===== src/rtl/tdmtx_pkg.sv =====
package tdmtx_pkg;
  // what the shifter does at a boundary into an enabled slot
  typedef enum logic [1:0] {
    ACT_IDLE = 2'd0,
    ACT_SEND = 2'd1,
    ACT_HUSH = 2'd2
  } tx_act_e;
endpackage


===== src/rtl/tdmtx_timing.sv =====
module tdmtx_timing #(
  parameter int W  = 8,
  parameter int N  = 5,
  parameter int BW = (W > 1) ? $clog2(W) : 1,
  parameter int SW = (N > 1) ? $clog2(N) : 1
) (
  input  logic          clk,
  input  logic          rst_n,
  input  logic          bclk,
  input  logic          fsync,
  output logic          bit_rise,
  output logic          word_bnd,
  output logic [SW-1:0] nxt_slot,
  output logic          started
);
  localparam logic [BW-1:0] LAST_BIT  = BW'(W - 1);
  localparam logic [SW-1:0] LAST_SLOT = SW'(N - 1);

  logic          bclk_q, bclk_q2, fs_q, fs_last;
  logic [BW-1:0] bit_cnt;
  logic [SW-1:0] slot;
  logic          fs_edge, cnt_bnd;

  assign bit_rise = bclk_q & ~bclk_q2;
  assign fs_edge  = bit_rise & fs_q & ~fs_last;
  assign cnt_bnd  = bit_rise & started & (bit_cnt == LAST_BIT);
  assign word_bnd = fs_edge | cnt_bnd;
  assign nxt_slot = (fs_edge || slot == LAST_SLOT) ? '0 : slot + SW'(1);

  always_ff @(posedge clk or negedge rst_n) begin
    if (!rst_n) begin
      bclk_q  <= 1'b0;
      bclk_q2 <= 1'b0;
      fs_q    <= 1'b0;
      fs_last <= 1'b0;
      bit_cnt <= '0;
      slot    <= '0;
      started <= 1'b0;
    end else begin
      bclk_q  <= bclk;
      bclk_q2 <= bclk_q;
      fs_q    <= fsync;
      if (bit_rise) begin
        fs_last <= fs_q;
        if (word_bnd) begin
          bit_cnt <= '0;
          slot    <= nxt_slot;
          started <= 1'b1;
        end else if (started) begin
          bit_cnt <= bit_cnt + BW'(1);
        end
      end
    end
  end
endmodule


===== src/rtl/tdmtx_regs.sv =====
module tdmtx_regs
  import tdmtx_pkg::*;
#(
  parameter int W = 8
) (
  input  logic         clk,
  input  logic         rst_n,
  input  logic         wr_valid,
  input  logic         wr_silent,
  input  logic [W-1:0] wr_data,
  input  logic         stat_rd,
  input  logic         bnd_en,
  output logic [W-1:0] dreg,
  output tx_act_e      act,
  output logic         tde,
  output logic         tue
);
  logic wr_dat, wr_sil, wr_seen, sil, rd_arm, under;

  assign wr_dat = wr_valid & ~wr_silent;
  assign wr_sil = wr_valid & wr_silent;
  assign under  = bnd_en & ~wr_seen;
  assign act    = (!wr_seen || !sil) ? ACT_SEND : ACT_HUSH;

  always_ff @(posedge clk or negedge rst_n) begin
    if (!rst_n) begin
      dreg    <= '0;
      wr_seen <= 1'b0;
      sil     <= 1'b0;
      tde     <= 1'b0;
      tue     <= 1'b0;
      rd_arm  <= 1'b0;
    end else begin
      if (wr_dat) dreg <= wr_data;
      // a write coinciding with a boundary counts for the following slot
      if (bnd_en) begin
        wr_seen <= wr_valid;
        sil     <= wr_sil;
      end else begin
        if (wr_valid) wr_seen <= 1'b1;
        if (wr_sil) sil <= 1'b1;
        else if (wr_dat) sil <= 1'b0;
      end
      if (bnd_en) tde <= 1'b1;
      else if (wr_valid) tde <= 1'b0;
      if (under) begin
        tue    <= 1'b1;
        rd_arm <= 1'b0;
      end else begin
        if (wr_dat && rd_arm) tue <= 1'b0;
        if (stat_rd) rd_arm <= 1'b1;
        else if (wr_dat) rd_arm <= 1'b0;
      end
    end
  end
endmodule


===== src/rtl/tdmtx_shift.sv =====
module tdmtx_shift
  import tdmtx_pkg::*;
#(
  parameter int W = 8
) (
  input  logic         clk,
  input  logic         rst_n,
  input  logic         bit_rise,
  input  logic         word_bnd,
  input  logic         slot_on,
  input  tx_act_e      act,
  input  logic [W-1:0] dreg,
  output logic [W-1:0] shreg,
  output logic         txd,
  output logic         txd_oe
);
  assign txd = txd_oe & shreg[W-1];

  always_ff @(posedge clk or negedge rst_n) begin
    if (!rst_n) begin
      shreg  <= '0;
      txd_oe <= 1'b0;
    end else if (word_bnd) begin
      if (slot_on && act == ACT_SEND) begin
        shreg  <= dreg;
        txd_oe <= 1'b1;
      end else begin
        txd_oe <= 1'b0;
      end
    end else if (bit_rise) begin
      shreg <= {shreg[W-2:0], 1'b0};
    end
  end
endmodule


===== src/rtl/tdm_slot_tx.sv =====
module tdm_slot_tx
  import tdmtx_pkg::*;
#(
  parameter int W = 8,
  parameter int N = 5
) (
  input  logic         clk,
  input  logic         rst_n,
  input  logic         bclk,
  input  logic         fsync,
  input  logic [N-1:0] slot_mask,
  input  logic         irq_en,
  input  logic         wr_valid,
  output logic         wr_ready,
  input  logic         wr_silent,
  input  logic [W-1:0] wr_data,
  input  logic         stat_rd,
  output logic         txd,
  output logic         txd_oe,
  output logic         tde,
  output logic         irq,
  output logic         tue
);
  localparam int SW = (N > 1) ? $clog2(N) : 1;

  logic          bit_rise, word_bnd, started, slot_on, bnd_en;
  logic [SW-1:0] nxt_slot;
  logic [W-1:0]  dreg, shreg;
  tx_act_e       act;

  assign wr_ready = 1'b1;
  assign slot_on  = slot_mask[nxt_slot];
  assign bnd_en   = word_bnd & slot_on;
  assign irq      = tde & irq_en;

  tdmtx_timing #(.W(W), .N(N)) timing_i (
    .clk(clk), .rst_n(rst_n), .bclk(bclk), .fsync(fsync),
    .bit_rise(bit_rise), .word_bnd(word_bnd), .nxt_slot(nxt_slot),
    .started(started)
  );

  tdmtx_regs #(.W(W)) regs_i (
    .clk(clk), .rst_n(rst_n), .wr_valid(wr_valid), .wr_silent(wr_silent),
    .wr_data(wr_data), .stat_rd(stat_rd), .bnd_en(bnd_en),
    .dreg(dreg), .act(act), .tde(tde), .tue(tue)
  );

  tdmtx_shift #(.W(W)) shift_i (
    .clk(clk), .rst_n(rst_n), .bit_rise(bit_rise), .word_bnd(word_bnd),
    .slot_on(slot_on), .act(act), .dreg(dreg), .shreg(shreg),
    .txd(txd), .txd_oe(txd_oe)
  );
endmodule


===== config.mk =====
export PLATFORM = sky130hd
export DESIGN_NAME = tdm_slot_tx
export DESIGN_NICKNAME = d
export VERILOG_FILES = /design/src/rtl/tdmtx_pkg.sv /design/src/rtl/tdmtx_timing.sv /design/src/rtl/tdmtx_regs.sv /design/src/rtl/tdmtx_shift.sv /design/src/rtl/tdm_slot_tx.sv
export SDC_FILE = /design/constraint.sdc
export NUM_CORES = 1
export LEC_CHECK = 0
export BUFFER_PORTS_ARGS = -buffer_cell sky130_fd_sc_hd__buf_2
export CELL_PAD_IN_SITES_DETAIL_PLACEMENT = 0
export CELL_PAD_IN_SITES_GLOBAL_PLACEMENT = 1
export CORE_MARGIN = 10
export CORE_UTILIZATION = 40
export CTS_CLUSTER_DIAMETER = 200
export CTS_CLUSTER_SIZE = 25
export DETAILED_ROUTE_END_ITERATION = 16
export PLACE_DENSITY = 0.78
export SYNTH_ARGS = -nofsm -noshare
export SYNTH_HDL_FRONTEND = slang
export SYNTH_HIERARCHICAL = 1
export SYNTH_SLANG_ARGS = --single-unit

===== constraint.sdc =====
create_clock -name clk -period 3 [get_ports clk]
set_clock_uncertainty 0.05 [all_clocks]
set_input_delay 0.3 -clock clk [delete_from_list [all_inputs] [get_ports clk]]
set_output_delay 0.3 -clock clk [all_outputs]
set_load 0.02 [all_outputs]

After elaboration in Yosys (flattened, before gate mapping)
Index checks and enable logic that the tools add are counted.
{"block": "classes", "add_sub_neg": 2, "order_cmp": 1, "n_eq_ne": 4, "mux": 21, "n_bitwise": 16, "n_reduce_logical": 15}
{"op": "two-way mux 8 bit", "n": 3}
{"op": "two-way mux 1 bit", "n": 13}
{"op": "AND 1 bit", "n": 11}
{"op": "two-way mux 3 bit", "n": 3}
{"op": "nonzero test 2 bit", "n": 4}
{"op": "adder 3 x 1 -> 3 bit (second input constant)", "n": 2}
{"op": "equality test 3 bit (second input constant)", "n": 2}
{"op": "AND reduction 2 bit", "n": 3}
{"op": "nonzero test 3 bit", "n": 2}
{"op": "< comparator 3 x 4 -> 1 bit (second input constant)", "n": 1}
{"op": "inverter 1 bit", "n": 4}
{"op": "binary-select mux 1 bit (select 3 bit)", "n": 1}
{"op": "equality test 2 x 1 -> 1 bit (second input constant)", "n": 1}
{"op": "logical AND 1 bit", "n": 2}
{"op": "logical NOT 1 bit", "n": 2}
{"op": "logical OR 1 bit", "n": 2}
{"op": "two-way mux 2 bit", "n": 1}
{"op": "!= test 2 x 1 -> 1 bit (second input constant)", "n": 1}
{"op": "bitwise OR 1 bit", "n": 1}
{"block": "totals", "regBits": 33, "input_bits": 21, "output_inout_bits": 6, "elab_cells": 74}

Longest topological paths before layout
{"block": "depth", "word_depth": 11, "ltp_mapped": 11, "mapped_depth_nobuf": 11}

Hierarchy
The synthesis kept the hierarchy.
{"mod": "tdmtx_regs", "instances": 1, "cells_per_inst": 37, "area_each_um2": 560.5, "seq_area_each_um2": 325.3}
{"mod": "tdmtx_timing", "instances": 1, "cells_per_inst": 50, "area_each_um2": 545.5, "seq_area_each_um2": 275.3}
{"mod": "tdmtx_shift", "instances": 1, "cells_per_inst": 33, "area_each_um2": 491.7, "seq_area_each_um2": 225.2}
{"mod": "tdm_slot_tx", "instances": 1, "cells_per_inst": 11, "area_each_um2": 75.1, "seq_area_each_um2": 0.0}

Least setup slack after synthesis
No wires, ideal clock.
{"block": "synth_timing", "path_kind": "register to register", "startpoint": "register timing_i.slot[0]", "endpoint": "register shift_i.shreg[1]", "setup_time_ps": 125, "arrival_time_ps": 2385, "required_ps": 2825, "path_slack_ps": 440, "stages_incl_launch_ff": 12, "path_buffers": 0, "synth_period_minus_slack_ps": 2560, "cell_sequence": "dfrtp_1 inv_1 ha_1 nand2_1 o21ai_0 nor2_1 mux2i_1 nor3b_1 or3_1 and3b_4 mux2i_4 mux2_2"}
{"block": "synth_between", "elab_chain_cells": 8, "word_cells_on_any_way": 9, "classes_between": "1 x add/sub; 2 x eq/ne; 3 x mux; 3 x reduce/logical"}
{"item": "from (decl)", "line": "tdmtx_timing.sv:21", "rtl": "logic [SW-1:0] slot;"}
{"item": "from (signal assigned)", "line": "tdmtx_timing.sv:47", "rtl": "slot <= nxt_slot;"}
{"item": "parallel branches: the longest is 2 deep, another holds adder 3 x 1 -> 3 bit"}
{"item": "two-way mux 3 bit (*)", "line": "tdmtx_timing.sv:28", "rtl": "assign nxt_slot = (fs_edge || slot == LAST_SLOT) ? '0 : slot + SW'(1);"}
{"item": "named net nxt_slot[0]", "line": "tdm_slot_tx.sv:27", "rtl": "logic [SW-1:0] nxt_slot;"}
{"item": "binary-select mux 1 bit (select 3 bit) (*)", "line": "tdm_slot_tx.sv:32", "rtl": "assign slot_on = slot_mask[nxt_slot];"}
{"item": "two-way mux 1 bit (not written as such) (*)", "line": "tdm_slot_tx.sv:32"}
{"item": "named net slot_on", "line": "tdm_slot_tx.sv:26", "rtl": "logic bit_rise, word_bnd, started, slot_on, bnd_en;"}
{"item": "logical AND 1 bit (*)", "line": "tdmtx_shift.sv:24", "rtl": "if (slot_on && act == ACT_SEND) begin"}
{"item": "!= test 2 x 1 -> 1 bit (no line) (*)"}
{"item": "AND reduction 2 bit (no line) (*)"}
{"item": "to (signal assigned)", "line": "tdmtx_shift.sv:25", "rtl": "shreg <= dreg;"}
{"item": "to (signal assigned)", "line": "tdmtx_shift.sv:31", "rtl": "shreg <= {shreg[W-2:0], 1'b0};"}
{"item": "to (decl)", "line": "tdmtx_shift.sv:13", "rtl": "output logic [W-1:0] shreg,"}
Mark *: on every way through the listed nets, which the timed path passes. The select of a mux whose other input is x is not followed.
A chain may end at the register's enable or synchronous reset.

Final worst setup path
{"block": "layout_timing", "startpoint": "register timing_i.slot[0]", "endpoint": "register shift_i.shreg[6]"}
The elaborated chain is that of the path after synthesis.

==> flow_metrics.env <==
export IMPL_finish_utilization_pct=47.9
export IMPL_row_count=23
export IMPL_synth_top_cell_area_share_pct=49.4
export IMPL_tns_ps=0
export IMPL_max_stage_delay_ps=400
export IMPL_post_drt_wl_per_cell_um=14.5
export IMPL_crit_fanout=7
export IMPL_cp_required_ps=3110
export IMPL_grt_pass1_wl_um=5330
export IMPL_synth_warnings=6
export IMPL_initial_core_util_pct=41.5
export IMPL_drt_iter0_markers=37
export IMPL_area_growth_pct=15.4
export IMPL_synthArstFlopShare_pct=100
export IMPL_ctsHoldBuffers=0
export IMPL_combPwrFrac_pct=26.3
export IMPL_dp_slack_ps=142
export IMPL_hold_viol_final=0
export IMPL_cts_tree="yes"
export IMPL_crit_chain="inv_1 -> ha_1 -> nand2_1 -> o21ai_1 -> nor2_2 -> mux2i_1 -> nor3b_1 -> or3_1 -> and3b_4 -> mux2i_4 -> mux2_2"
export IMPL_reg2regPathDepth=11
export IMPL_rsz0062_at_grt="false"
export IMPL_port_buffers=25
export IMPL_cts_buffer_depth=2
export IMPL_grt_total_usage_pct=9.01
export IMPL_synth_most_common_cell="dfrtp_1"
export IMPL_grt_busiest_layer="met2"
export IMPL_antenna_found_initial=0
export IMPL_die_area_mm2=0.00717
export IMPL_internal_power_mw=0.884
export IMPL_clock_sinks=33
export IMPL_hpwl_um=2350
export IMPL_die_y_um=84.7
export IMPL_seqPwrFrac_pct=48.3
export IMPL_worstSetupPathType="register to register"
export IMPL_synthCells=131
export IMPL_pin_count=27
export IMPL_p_clk_share_pct=25.4
export IMPL_setup_viol=0
export IMPL_clk_pin_slew_ps=70
export IMPL_syn_avg_cell_area_um2=12.8
export IMPL_antenna_cells=0
export IMPL_status="finished clean"
export IMPL_grt_met1_usage_pct=9.26
export IMPL_ys_ff_latch=33
export IMPL_synth_main_ff_cell="dfrtp_1"
export IMPL_drt_total_wl_um=3110
export IMPL_cp_arrival_ps=2970
export IMPL_synth_top_cells_by_count="dfrtp_1 (33), mux2_4 (15), nand2_1 (14)"
export IMPL_fin_nets=188
export IMPL_power_leakage_nw=0.957
export IMPL_met2_usage_pct=15.6
export IMPL_syn_nets=156
export IMPL_drt_pre_antenna_iters=2
export IMPL_finalCritPeriodShare_pct=95.4
export IMPL_grt_max_degree=34
export IMPL_synth_area_mm2=0.00167
export IMPL_clock_latency_ps=280
export IMPL_ant_nets=0
export IMPL_cts_max_level=2
export IMPL_max_freq_ghz=0.349
export IMPL_vias=1053
export IMPL_yosys_top_cells_area="dfrtp_1 (49%), mux2_4 (13%), mux2_2 (5.4%)"
export IMPL_ir_drop_v=0.000276
export IMPL_cts_made_buffers=5
export IMPL_place_congestion=0.796
export IMPL_coreArea_mm2=0.00403
export IMPL_drive_above_1_share_pct=42.1
export IMPL_drc=0
export IMPL_worst_slew_pin_slew_ps=724
export IMPL_critPathSlowestCell="dfrtp_1"
export IMPL_worstSetupStartpointType="register"
export IMPL_yosysSeqAreaShare_pct=49.4
export IMPL_setup_worst_path_end_class="register"
export IMPL_yosysTopAreaCell="dfrtp_1"
export IMPL_powerDensity_mw_per_mm2=633
export IMPL_max_slew_margin_pct=51.8
export IMPL_cts_root_buffer_cell="clkbuf_8"
export IMPL_p_switching_mw=0.337
export IMPL_synth_cell_type_count=38
export IMPL_vias_per_cell=4.92
export IMPL_grt_pass1_vias=1177
export IMPL_maxCapViolCount=0
export IMPL_swShare_pct=27.6
export IMPL_gr_total_overflow=0
export IMPL_hold_path_class="input port to async pin"
export IMPL_timing_final_crit_period_ps=2860
export IMPL_synth_edf_count=0
export IMPL_slew_violations=0
export IMPL_finalWorstSetupSlack_ps=139
export IMPL_die_x_um=84.7
export IMPL_met3_usage_pct=3.96
==> critical path: cells and delay by family (launching register included) <==
family                     cells  cell delay (ps)
AOI/OAI and AO/OA              1              120
adders and majority gates      1              210
buffers and inverters          1               90
DFF                            1              400
muxes                          3              890
and+or+nand+nor                5              990
==> area by class of cell <==
class,instances,area (um^2)
sequential,33,826
tap,50,62.6
multi-input combinational,86,781
inverter,9,33.8
fill,386,2100
timing repair buffer,28,148
clock buffer,8,80.1
==> path summary, 6_finish.rpt <==
kind                                   from                to  slack, ps
max                        timing_i/slot[0]  shift_i/shreg[6]        140
min                                   rst_n    regs_i/dreg[7]         30
max reg2reg                timing_i/slot[0]  shift_i/shreg[6]        140
min reg2reg                 timing_i/bclk_q  timing_i/bclk_q2        420
max in group asynchronous             rst_n     timing_i/fs_q       2410
min in group clk                       bclk   timing_i/bclk_q         80
==> registers in the layout, indices dropped and copies added, names as in the netlist <==
signal            count
regs_i/dreg           8
timing_i/bclk_q       1
timing_i/bit_cnt      3
timing_i/started      1
regs_i/sil            1
regs_i/rd_arm         1
shift_i/txd_oe        1
timing_i/fs_last      1
timing_i/bclk_q2      1
timing_i/fs_q         1
regs_i/tde            1
shift_i/shreg         8
regs_i/tue            1
timing_i/slot         3
regs_i/wr_seen        1
==> power by group through the flow <==
| stage | combinational (mW) | sequential (mW) | clock, mW |
|---|---|---|---|
| global route | 0.359 | 0.603 | 0.343 |
| floorplan | 0.243 | 0.589 | 0 |
| CTS | 0.317 | 0.591 | 0.322 |
| detailed placement | 0.317 | 0.598 | 0 |
| global placement | 0.304 | 0.592 | 0 |
| finish | 0.321 | 0.590 | 0.310 |
==> metal layers <==
| layer | up-vias | routed length (um) |
|---|---|---|
| met1 | 521 | 1270 |
| met2 | 15 | 1680 |
| met5 | - | 0 |
| met3 | 2 | 141 |
| li1 | 515 | - |
| met4 | 0 | 15 |
==> what timing repair did <==
action,in CTS,in global routing
setup buffers,0,2
hold endpoints to repair,0,0
setup endpoints to repair,0,7
gates resized for setup,0,3
==> stage by stage <==
stage / hold slack, ps / cells / area, um^2 / power [mW]
after CTS: 49.4 / 212 / 1910 / 1.23
after detailed placement: 352 / 204 / 1830 / 0.915
after global placement: 353 / 204 / 1830 / 0.896
after global routing: 64.4 / 214 / 1930 / 1.30
final: 30.7 / 214 / 1930 / 1.22
after floorplan: -45.6 / 131 / 1670 / 0.832
==> cells in the final DEF, fill, tap and decap left out, types with 3 or more instances in the layout <==
| cell type | instances |
|---|---|
| a21oi_1 | 3 |
| clkbuf_1 | 3 |
| ha_1 | 4 |
| mux2i_1 | 3 |
| dfrtp_1 | 33 |
| buf_2 | 25 |
| mux2_4 | 15 |
| mux2_2 | 8 |
| inv_1 | 8 |
| buf_4 | 3 |
| nand2b_1 | 3 |
| nand2_1 | 14 |
| clkbuf_8 | 5 |
==> cells by family after synthesis <==
kind of cell	synth area share (%)
flops	49.4
other cells	0.224
simple gates	12.6
xor+xnor	0.524
buf+inv	4.34
compound gates	8.00
mux	22.0
fa+ha+maj	2.99
(Power assumes the default switching activity.)
